$ cat src/rtl/rtcbank_pkg.sv
package rtcbank_pkg;
  localparam int ROM_BANK_W = 7;
  localparam int RAM_BANK_W = 2;
  localparam int RAM_BANKS  = 1 << RAM_BANK_W;
  localparam int RTC_REGS   = 5;
  localparam int IDX_W      = $clog2(RTC_REGS);
  localparam int DAY_W      = 9;
  localparam int RTC_SEL_LO = 8;
  localparam int RTC_SEL_HI = RTC_SEL_LO + RTC_REGS - 1;

  typedef enum logic [2:0] {
    RGN_ENABLE = 3'd0,
    RGN_ROM    = 3'd1,
    RGN_SELECT = 3'd2,
    RGN_LATCH  = 3'd3,
    RGN_WINDOW = 3'd5
  } region_e;

  typedef struct packed {
    logic [5:0]       sec;
    logic [5:0]       min;
    logic [4:0]       hour;
    logic [DAY_W-1:0] day;
    logic             halt;
    logic             ovf;
  } rtc_time_t;

  function automatic logic [7:0] rtc_reg_view(rtc_time_t t, logic [IDX_W-1:0] idx);
    case (idx)
      0:       return {2'b00, t.sec};
      1:       return {2'b00, t.min};
      2:       return {3'b000, t.hour};
      3:       return t.day[7:0];
      4:       return {t.ovf, t.halt, 5'b00000, t.day[8]};
      default: return 8'hFF;
    endcase
  endfunction
endpackage

$ cat src/rtl/bank_regs.sv
module bank_regs
  import rtcbank_pkg::*;
(
  input  logic                  clk_i,
  input  logic                  rst_ni,
  input  logic                  wr_en_i,
  input  logic [2:0]            region_i,
  input  logic [7:0]            wdata_i,
  output logic [ROM_BANK_W-1:0] rom_bank_o,
  output logic                  ram_en_o,
  output logic [RAM_BANK_W-1:0] ram_bank_o,
  output logic                  rtc_sel_o,
  output logic [IDX_W-1:0]      rtc_idx_o,
  output logic                  latched_o,
  output logic                  capture_o
);
  logic wr_en, wr_rom, wr_sel, wr_latch;
  logic [ROM_BANK_W-1:0] rom_val;

  assign wr_en    = wr_en_i && (region_i == RGN_ENABLE);
  assign wr_rom   = wr_en_i && (region_i == RGN_ROM);
  assign wr_sel   = wr_en_i && (region_i == RGN_SELECT);
  assign wr_latch = wr_en_i && (region_i == RGN_LATCH);
  assign rom_val  = wdata_i[ROM_BANK_W-1:0];
  assign capture_o = wr_latch && (wdata_i == 8'h01) && !latched_o;

  always_ff @(posedge clk_i or negedge rst_ni) begin
    if (!rst_ni) begin
      rom_bank_o <= ROM_BANK_W'(1);
      ram_en_o   <= 1'b0;
      ram_bank_o <= '0;
      rtc_sel_o  <= 1'b0;
      rtc_idx_o  <= '0;
      latched_o  <= 1'b0;
    end else begin
      if (wr_en) begin
        if (wdata_i == 8'h0A)      ram_en_o <= 1'b1;
        else if (wdata_i == 8'h00) ram_en_o <= 1'b0;
      end
      if (wr_rom) rom_bank_o <= (rom_val == '0) ? ROM_BANK_W'(1) : rom_val;
      if (wr_sel) begin
        if (wdata_i < 8'(RAM_BANKS)) begin
          ram_bank_o <= wdata_i[RAM_BANK_W-1:0];
          rtc_sel_o  <= 1'b0;
        end else if (wdata_i >= 8'(RTC_SEL_LO) && wdata_i <= 8'(RTC_SEL_HI)) begin
          rtc_idx_o <= IDX_W'(wdata_i - 8'(RTC_SEL_LO));
          rtc_sel_o <= 1'b1;
        end
      end
      if (capture_o) latched_o <= 1'b1;
      else if (wr_latch && wdata_i == 8'h00 && latched_o) latched_o <= 1'b0;
    end
  end

  assert_rom_hold_R3: assert property (@(posedge clk_i) disable iff (!rst_ni)
    !wr_rom |=> $stable(rom_bank_o));
  assert_sel_hold_R4: assert property (@(posedge clk_i) disable iff (!rst_ni)
    !wr_sel |=> $stable({rtc_sel_o, ram_bank_o, rtc_idx_o}));
  assert_latch_rise_R5: assert property (@(posedge clk_i) disable iff (!rst_ni)
    !capture_o |=> !$rose(latched_o));
endmodule

$ cat src/rtl/rtc_counter.sv
module rtc_counter
  import rtcbank_pkg::*;
(
  input  logic             clk_i,
  input  logic             rst_ni,
  input  logic             tick_i,
  input  logic             cpu_wr_i,
  input  logic [IDX_W-1:0] cpu_idx_i,
  input  logic [7:0]       cpu_data_i,
  output rtc_time_t        live_o
);
  rtc_time_t stepped, loaded;
  logic c_sec, c_min, c_hour, c_day;

  always_comb begin
    stepped = live_o;
    c_sec   = live_o.sec  >= 6'd59;
    c_min   = c_sec && (live_o.min >= 6'd59);
    c_hour  = c_min && (live_o.hour >= 5'd23);
    c_day   = c_hour && (live_o.day == '1);
    stepped.sec = c_sec ? 6'd0 : live_o.sec + 6'd1;
    if (c_sec) stepped.min  = c_min ? 6'd0 : live_o.min + 6'd1;
    if (c_min) stepped.hour = c_hour ? 5'd0 : live_o.hour + 5'd1;
    if (c_hour) stepped.day = live_o.day + DAY_W'(1);
    if (c_day) stepped.ovf  = 1'b1;
  end

  always_comb begin
    loaded = live_o;
    case (cpu_idx_i)
      0: loaded.sec  = cpu_data_i[5:0];
      1: loaded.min  = cpu_data_i[5:0];
      2: loaded.hour = cpu_data_i[4:0];
      3: loaded.day[7:0] = cpu_data_i;
      4: begin
        loaded.day[8] = cpu_data_i[0];
        loaded.halt   = cpu_data_i[6];
        loaded.ovf    = cpu_data_i[7];
      end
      default: ;
    endcase
  end

  always_ff @(posedge clk_i or negedge rst_ni) begin
    if (!rst_ni)                      live_o <= '0;
    else if (cpu_wr_i)                live_o <= loaded;
    else if (tick_i && !live_o.halt)  live_o <= stepped;
  end

  assert_halt_freeze_R9: assert property (@(posedge clk_i) disable iff (!rst_ni)
    (live_o.halt && !cpu_wr_i) |=> $stable(live_o));
  assert_ovf_sticky_R8: assert property (@(posedge clk_i) disable iff (!rst_ni)
    (live_o.ovf && !(cpu_wr_i && cpu_idx_i == IDX_W'(4))) |=> live_o.ovf);
  assert_idle_hold_R10: assert property (@(posedge clk_i) disable iff (!rst_ni)
    (!cpu_wr_i && !tick_i) |=> $stable(live_o));
endmodule

$ cat src/rtl/rtc_snapshot.sv
module rtc_snapshot
  import rtcbank_pkg::*;
(
  input  logic             clk_i,
  input  logic             rst_ni,
  input  logic             capture_i,
  input  rtc_time_t        live_i,
  input  logic [IDX_W-1:0] idx_i,
  output logic [7:0]       rdata_o
);
  rtc_time_t snap_q;

  always_ff @(posedge clk_i or negedge rst_ni) begin
    if (!rst_ni)        snap_q <= '0;
    else if (capture_i) snap_q <= live_i;
  end

  assign rdata_o = rtc_reg_view(snap_q, idx_i);

  assert_snap_hold_R5: assert property (@(posedge clk_i) disable iff (!rst_ni)
    !capture_i |=> $stable(snap_q));
  assert_snap_take_R5: assert property (@(posedge clk_i) disable iff (!rst_ni)
    capture_i |=> (snap_q == $past(live_i)));
endmodule

$ cat src/rtl/banked_rtc_ctrl.sv
module banked_rtc_ctrl
  import rtcbank_pkg::*;
(
  input  logic                  clk_i,
  input  logic                  rst_ni,
  input  logic                  wr_en_i,
  input  logic [15:0]           addr_i,
  input  logic [7:0]            wdata_i,
  input  logic                  tick_i,
  output logic [ROM_BANK_W-1:0] rom_bank_o,
  output logic                  ram_en_o,
  output logic [RAM_BANK_W-1:0] ram_bank_o,
  output logic                  rtc_sel_o,
  output logic [IDX_W-1:0]      rtc_idx_o,
  output logic                  latched_o,
  output logic [7:0]            rtc_rdata_o
);
  logic [2:0] region;
  logic       capture, cpu_rtc_wr;
  rtc_time_t  live;

  assign region     = addr_i[15:13];
  assign cpu_rtc_wr = wr_en_i && (region == RGN_WINDOW) && ram_en_o && rtc_sel_o;

  bank_regs u_regs (
    .clk_i, .rst_ni, .wr_en_i,
    .region_i  (region),
    .wdata_i,
    .rom_bank_o, .ram_en_o, .ram_bank_o, .rtc_sel_o, .rtc_idx_o, .latched_o,
    .capture_o (capture)
  );

  rtc_counter u_clock (
    .clk_i, .rst_ni, .tick_i,
    .cpu_wr_i   (cpu_rtc_wr),
    .cpu_idx_i  (rtc_idx_o),
    .cpu_data_i (wdata_i),
    .live_o     (live)
  );

  rtc_snapshot u_snap (
    .clk_i, .rst_ni,
    .capture_i (capture),
    .live_i    (live),
    .idx_i     (rtc_idx_o),
    .rdata_o   (rtc_rdata_o)
  );

  assert_en_hold_R2: assert property (@(posedge clk_i) disable iff (!rst_ni)
    !(wr_en_i && region == RGN_ENABLE) |=> $stable(ram_en_o));
endmodule

$ cat config.mk
export PLATFORM = sky130hd
export DESIGN_NAME = banked_rtc_ctrl
export DESIGN_NICKNAME = d
export VERILOG_FILES = /design/src/rtl/rtcbank_pkg.sv /design/src/rtl/bank_regs.sv /design/src/rtl/rtc_counter.sv /design/src/rtl/rtc_snapshot.sv /design/src/rtl/banked_rtc_ctrl.sv
export SDC_FILE = /design/constraint.sdc
export NUM_CORES = 1
export LEC_CHECK = 0
export BUFFER_PORTS_ARGS = -buffer_cell sky130_fd_sc_hd__buf_2
export CORE_UTILIZATION = 45
export DETAILED_ROUTE_END_ITERATION = 8
export PLACE_DENSITY = 0.72
export SLEW_MARGIN = 20
export SYNTH_ARGS = -nofsm -noshare
export SYNTH_HDL_FRONTEND = slang
export SYNTH_SLANG_ARGS = --single-unit
$ cat constraint.sdc
create_clock -name clk_i -period 2.85 [get_ports clk_i]
set_input_delay 0.57 -clock clk_i [delete_from_list [all_inputs] [get_ports clk_i]]
set_output_delay 0.57 -clock clk_i [all_outputs]
set_load 0.03 [all_outputs]
After elaboration in Yosys (flattened, before gate mapping):

Cells that the tools add are included.

* flip-flop bits (word level): 71
* bits of input ports: 28
* output and inout bits: 23
* logic and storage cells: 111

* $add $sub $neg: 5
* order comparisons: 6
* eq/ne operators: 16
* muxes and demuxes: 23
* bitwise logic cells: 1
* reduce and logical (&&, ||, !) cells: 41

Operators by type and width (count)
* 28-bit 2-to-1 mux: 2
* 8-bit one-hot mux with 5 select lines: 1
* 6-bit 2-to-1 mux: 5
* 3-bit AND reduction: 6
* 1-bit logical AND: 16
* 2-bit nonzero test: 8
* 5-bit 2-to-1 mux: 3
* 6-bit by 1-bit adder with 6-bit output, second input constant: 2
* 3-bit by 2-bit equality test with 1-bit output, second input constant: 4
* 6-bit greater-or-equal comparator, second input constant: 2
* 2-bit by 1-bit inequality test with 1-bit output, second input constant: 5
* 2-bit AND reduction: 5
* 9-bit by 1-bit adder with 9-bit output, second input constant: 1
* 9-bit equality test, second input constant: 1
* 9-bit 2-to-1 mux: 1
* 8-bit by 1-bit equality test with 1-bit output, second input constant: 1
* 8-bit by 4-bit equality test with 1-bit output, second input constant: 1
* 8-bit by 4-bit greater-or-equal comparator with 1-bit output, second input constant: 1
* 8-bit by 4-bit <= comparator with 1-bit output, second input constant: 1
* 8-bit zero test: 1
* 8-bit by 3-bit less-than comparator with 1-bit output, second input constant: 1
* 1-bit 2-to-1 mux: 8
* 8-bit 2-to-1 mux: 1
* 7-bit zero test: 1
* other kinds (10): 14

Longest topological paths before layout:

* word-level depth: 7
* depth in mapped cells: 7
* depth with buffers taken out: 7

Cells and area by module:

Synthesis repeated with hierarchy kept, for this count alone.

* cells, all modules: 369
* area, all modules: 3902.5 um2

Modules (own cells, without submodules)
* rtc_counter: times used 1, cells an instance 205, area an instance 1828.0 um2, sequential area each 700.7 um2
* rtc_snapshot: times used 1, cells an instance 99, area an instance 1301.2 um2, sequential area each 700.7 um2
* bank_regs: times used 1, cells an instance 63, area an instance 754.5 um2, sequential area each 376.6 um2
* banked_rtc_ctrl: times used 1, cells an instance 2, area an instance 18.8 um2, sequential area each 0.0 um2

Worst setup path after synthesis:

Ideal clock, no wire load.

* path kind: register to output
* from: register u_regs.rtc_idx_o[0]
* to: output rtc_rdata_o[6]
* arrival: 2.136 ns
* required time: 2.280 ns
* setup slack: 0.144 ns
* cell stages (with the launch flop): 6
* buffers on the path: 3
* cell sequence: dfrtp_1 -> clkbuf_1 -> clkbuf_1 -> clkbuf_1 -> a21oi_1 -> o21ai_0

* cells in the longest elaborated chain, start to end: 2
* elaborated cells between the ends (all ways): 6
* those cells by class: 4 x eq/ne; 1 x mux; 1 x reduce/logical

Ends and longest elaborated chain
* start: declaration: RTL line bank_regs.sv:13 `output logic [IDX_W-1:0] rtc_idx_o,`
* start signal: assignment: RTL line bank_regs.sv:46 `rtc_idx_o <= IDX_W'(wdata_i - 8'(RTC_SEL_LO));`
* 3-bit equality test, or another cell as far along: RTL line rtcbank_pkg.sv:29 `case (idx)`
* 8-bit one-hot mux with 5 select lines *: RTL line rtcbank_pkg.sv:29
* end: declaration: RTL line banked_rtc_ctrl.sv:16 `output logic [7:0] rtc_rdata_o`

Every way passes the cells marked *; elsewhere a longest branch is shown, timed or not.

Worst setup path after layout:

* from: register u_regs.rtc_idx_o[1]
* to: output rtc_rdata_o[5]

The elaborated chain is that of the path after synthesis.

==> impl_metrics.env <==
export IMPL_insertion_delay_ns=0.35
export IMPL_end_kind="output pin"
export IMPL_status="complete, no violations"
export IMPL_antenna_found_initial=0
export IMPL_dp_hpwl_mm=6.312
export IMPL_cts_setup_buffers=0
export IMPL_muxShareOfSynthArea=0.1449
export IMPL_min_period_ns=2.633
export IMPL_fmax_ghz=0.3799
export IMPL_routed_wl_met2_mm=4.084
export IMPL_synth_top_family_by_area="compound AO/OA/AOI/OAI gates"
export IMPL_ys_ff_latch=71
export IMPL_worstSetupStartpointType="flop"
export IMPL_post_route_drc_count=0
export IMPL_viasPerCell=5.933
export IMPL_wl_met3_um=583
export IMPL_grt_max_degree=32
export IMPL_yosys_warnings=0
export IMPL_yosys_area_top_type="dfrtp_1"
export IMPL_synthesis_area_um2=3817
export IMPL_root_buffer="clkbuf_8"
export IMPL_finalMaxSlewViolations=0
export IMPL_grt_usage=0.2234
export IMPL_worst_slew_pin_slew_ns=0.7480
export IMPL_powerDensity_nw_per_um2=572.4
export IMPL_synth_ff_type="dfrtp_1"
export IMPL_nFillCells=719
export IMPL_reg2reg_from="u_clock.live_o[22]"
export IMPL_num_rows=33
export IMPL_dieWidth_um=94.11
export IMPL_rsz0062_at_grt="no"
export IMPL_num_vias=3008
export IMPL_design_core_area_um2=8217
export IMPL_required_ns=2.28
export IMPL_drt_pass1_iterations=4
export IMPL_synth_simple_gate_area_frac=0.1452
export IMPL_yosysTopAreaCellShare=0.4589
export IMPL_clk_pin_slew_ns=0.07
export IMPL_yosysSeqAreaShare=0.4657
export IMPL_crit_chain="nor2b_1 -> nand2_1 -> o41ai_1 -> a31oi_1 -> buf_2"
export IMPL_post_synth_fa_ha_maj_area_fraction=0.01901
export IMPL_wl_per_cell_um=17.85
export IMPL_synthTopCellsByCount="70 x dfrtp_1, 28 x nand2_1, 26 x a21oi_1"
export IMPL_diodes=0
export IMPL_dr_max_layer_used="met4"
export IMPL_cts_sinks=71
export IMPL_clockBufferDepth=2
export IMPL_routed_wl_mm=9.051
export IMPL_synthDistinctLibCells=59
export IMPL_max_cap_violations=0
export IMPL_place_area_um2=4101
export IMPL_critPathSlowestCell="nor2b_1"
export IMPL_finalSetupTns_ns=0
export IMPL_grt_pass1_wl_mm=14.89
export IMPL_cts_tree="done"
export IMPL_place_congestion=0.8310
export IMPL_power_leakage_nw=1.997
export IMPL_synthArstFlopShare=1.000
export IMPL_cts_buffers=9
export IMPL_vdd_drop_max_mv=0.3612
export IMPL_htreeDepth=3
export IMPL_ioPinCount=51
export IMPL_critical_path_top_delay_family="simple AND/OR/NAND/NOR gates"
export IMPL_syn_nets=389
export IMPL_critical_path_class="reg -> out"
export IMPL_setup_violations_final=0
export IMPL_synthMostInstantiatedCell="dfrtp_1"
export IMPL_cpPeakStageDelay_ns=0.66
export IMPL_fin_area_um2=4324
export IMPL_drt_met1_wl_mm=4.214
export IMPL_final_period_utilization=0.9237
export IMPL_ys_top_cells_by_area="dfrtp_1 46%, mux2_4 7.9%, mux2_2 5.3%"
export IMPL_hold_path_class="in -> async"
export IMPL_crit_buf_inv=1
export IMPL_grt_pass1_vias=2927
export IMPL_synth_xor_area_frac=0
export IMPL_crit_fanout=10
export IMPL_worst_slew_margin_rel=0.5003
export IMPL_die_h_um=94.11
export IMPL_portBuffers=37
export IMPL_ctsHoldBuffers=0
export IMPL_crit_start="u_regs.rtc_idx_o[1]"
export IMPL_die_area_um2=8856
export IMPL_area_delta_synth_final_pct=13.27
export IMPL_layout_drive_gt1_share=0.2662
export IMPL_arrival_ns=2.06
export IMPL_antenna_left=0
export IMPL_synth_cells=356
export IMPL_skew_ns=0.008250
export IMPL_synth_compound_area_share=0.1839
export IMPL_synth_edf_count=0
export IMPL_num_nets_final=430
export IMPL_finalHoldViolations=0
export IMPL_avgSynthCellArea_um2=10.72
export IMPL_detail_route_iter0_violations=165
export IMPL_post_cts_resized=0
export IMPL_grt_overflow=0
export IMPL_initial_core_util=0.4646
through the flow:
step                power [mW]  utilization  instances  setup WS (ns)  hold WS (ns)
finish                   2.475       0.5263        507         0.2175        0.2789
global route             2.580       0.5263        507        0.06346        0.3252
CTS                      2.497       0.5263        507         0.2197        0.2841
detailed placement       1.596       0.4992        491         0.3348        0.4893
global placement         1.579       0.4992        491         0.3513        0.4845
floorplan                1.459            -        356         0.1443        0.2744
metal layers:
metal  track usage  vias to the layer above
met4       0.09359                        0
met1        0.3148                     1461
li1              -                     1424
met5             0                        -
met2        0.3400                      110
met3       0.03641                       13
report_power, final:
part           leakage [nW]  switching [mW]  internal [mW]
clock                 0.110           0.379          0.517
sequential            0.934           0.111           1.09
combinational         0.953           0.227          0.151
cell usage in the layout (no fill, tap or decap), types with 5 or more instances in the layout:
| master | count |
|---|---|
| a21oi_1 | 26 |
| a22o_1 | 5 |
| a32oi_1 | 7 |
| and3_1 | 7 |
| buf_2 | 37 |
| buf_4 | 8 |
| clkbuf_8 | 10 |
| dfrtp_1 | 70 |
| ha_1 | 5 |
| inv_1 | 11 |
| mux2_2 | 18 |
| mux2_4 | 20 |
| mux2i_1 | 5 |
| nand2_1 | 28 |
| nand3_1 | 13 |
| nor2_1 | 23 |
| nor2b_1 | 5 |
| nor3_1 | 10 |
| o211ai_1 | 5 |
| o21ai_0 | 18 |
cell type report:
cell class,count,area [um2],share of cell area
Clock buffer,11,141.4,0.03270
Clock inverter,5,81.33,0.01881
Inverter,12,45.04,0.01042
Multi-Input combinational cell,257,1882,0.4352
Sequential cell,71,1778,0.4112
Tap cell,105,131.4,0.03038
Timing Repair Buffer,46,265.3,0.06134
registers in the layout, indices dropped and copies added (netlist names):
signal and cells:
u_clock.live_o 28, u_regs.latched_o 1, u_regs.ram_bank_o 2, u_regs.ram_en_o 1, u_regs.rom_bank_o 7, u_regs.rtc_idx_o 3, u_regs.rtc_sel_o 1, u_snap.snap_q 28
worst register-to-register path, cell delays in order (launching register included):
cell and delay (ns):
dfrtp_1 0.42, ha_1 0.30, o2111ai_4 0.21, or3_1 0.46
maj3_1 0.36, and3_1 0.18, a211o_1 0.26
cell families after synthesis:
group / count (synthesis)
simple gates: 107
compound gates: 101
flops: 71
mux: 43
buf+inv: 28
fa+ha+maj: 6
final timing paths:
kind	to	slack (ns)	cells past startpoint
worst min-delay path	u_regs.ram_bank_o[1]	0.28	1
max in group asynchronous	u_regs.rom_bank_o[0]	1.84	2
min in group clk_i	u_snap.snap_q[13]	0.51	1
worst max-delay path	rtc_rdata_o[5]	0.22	5
worst max register to register	u_clock.live_o[15]	0.55	6
worst min register to register	u_snap.snap_q[13]	0.51	1
No activity file was read; power rests on OpenSTA's default activity.
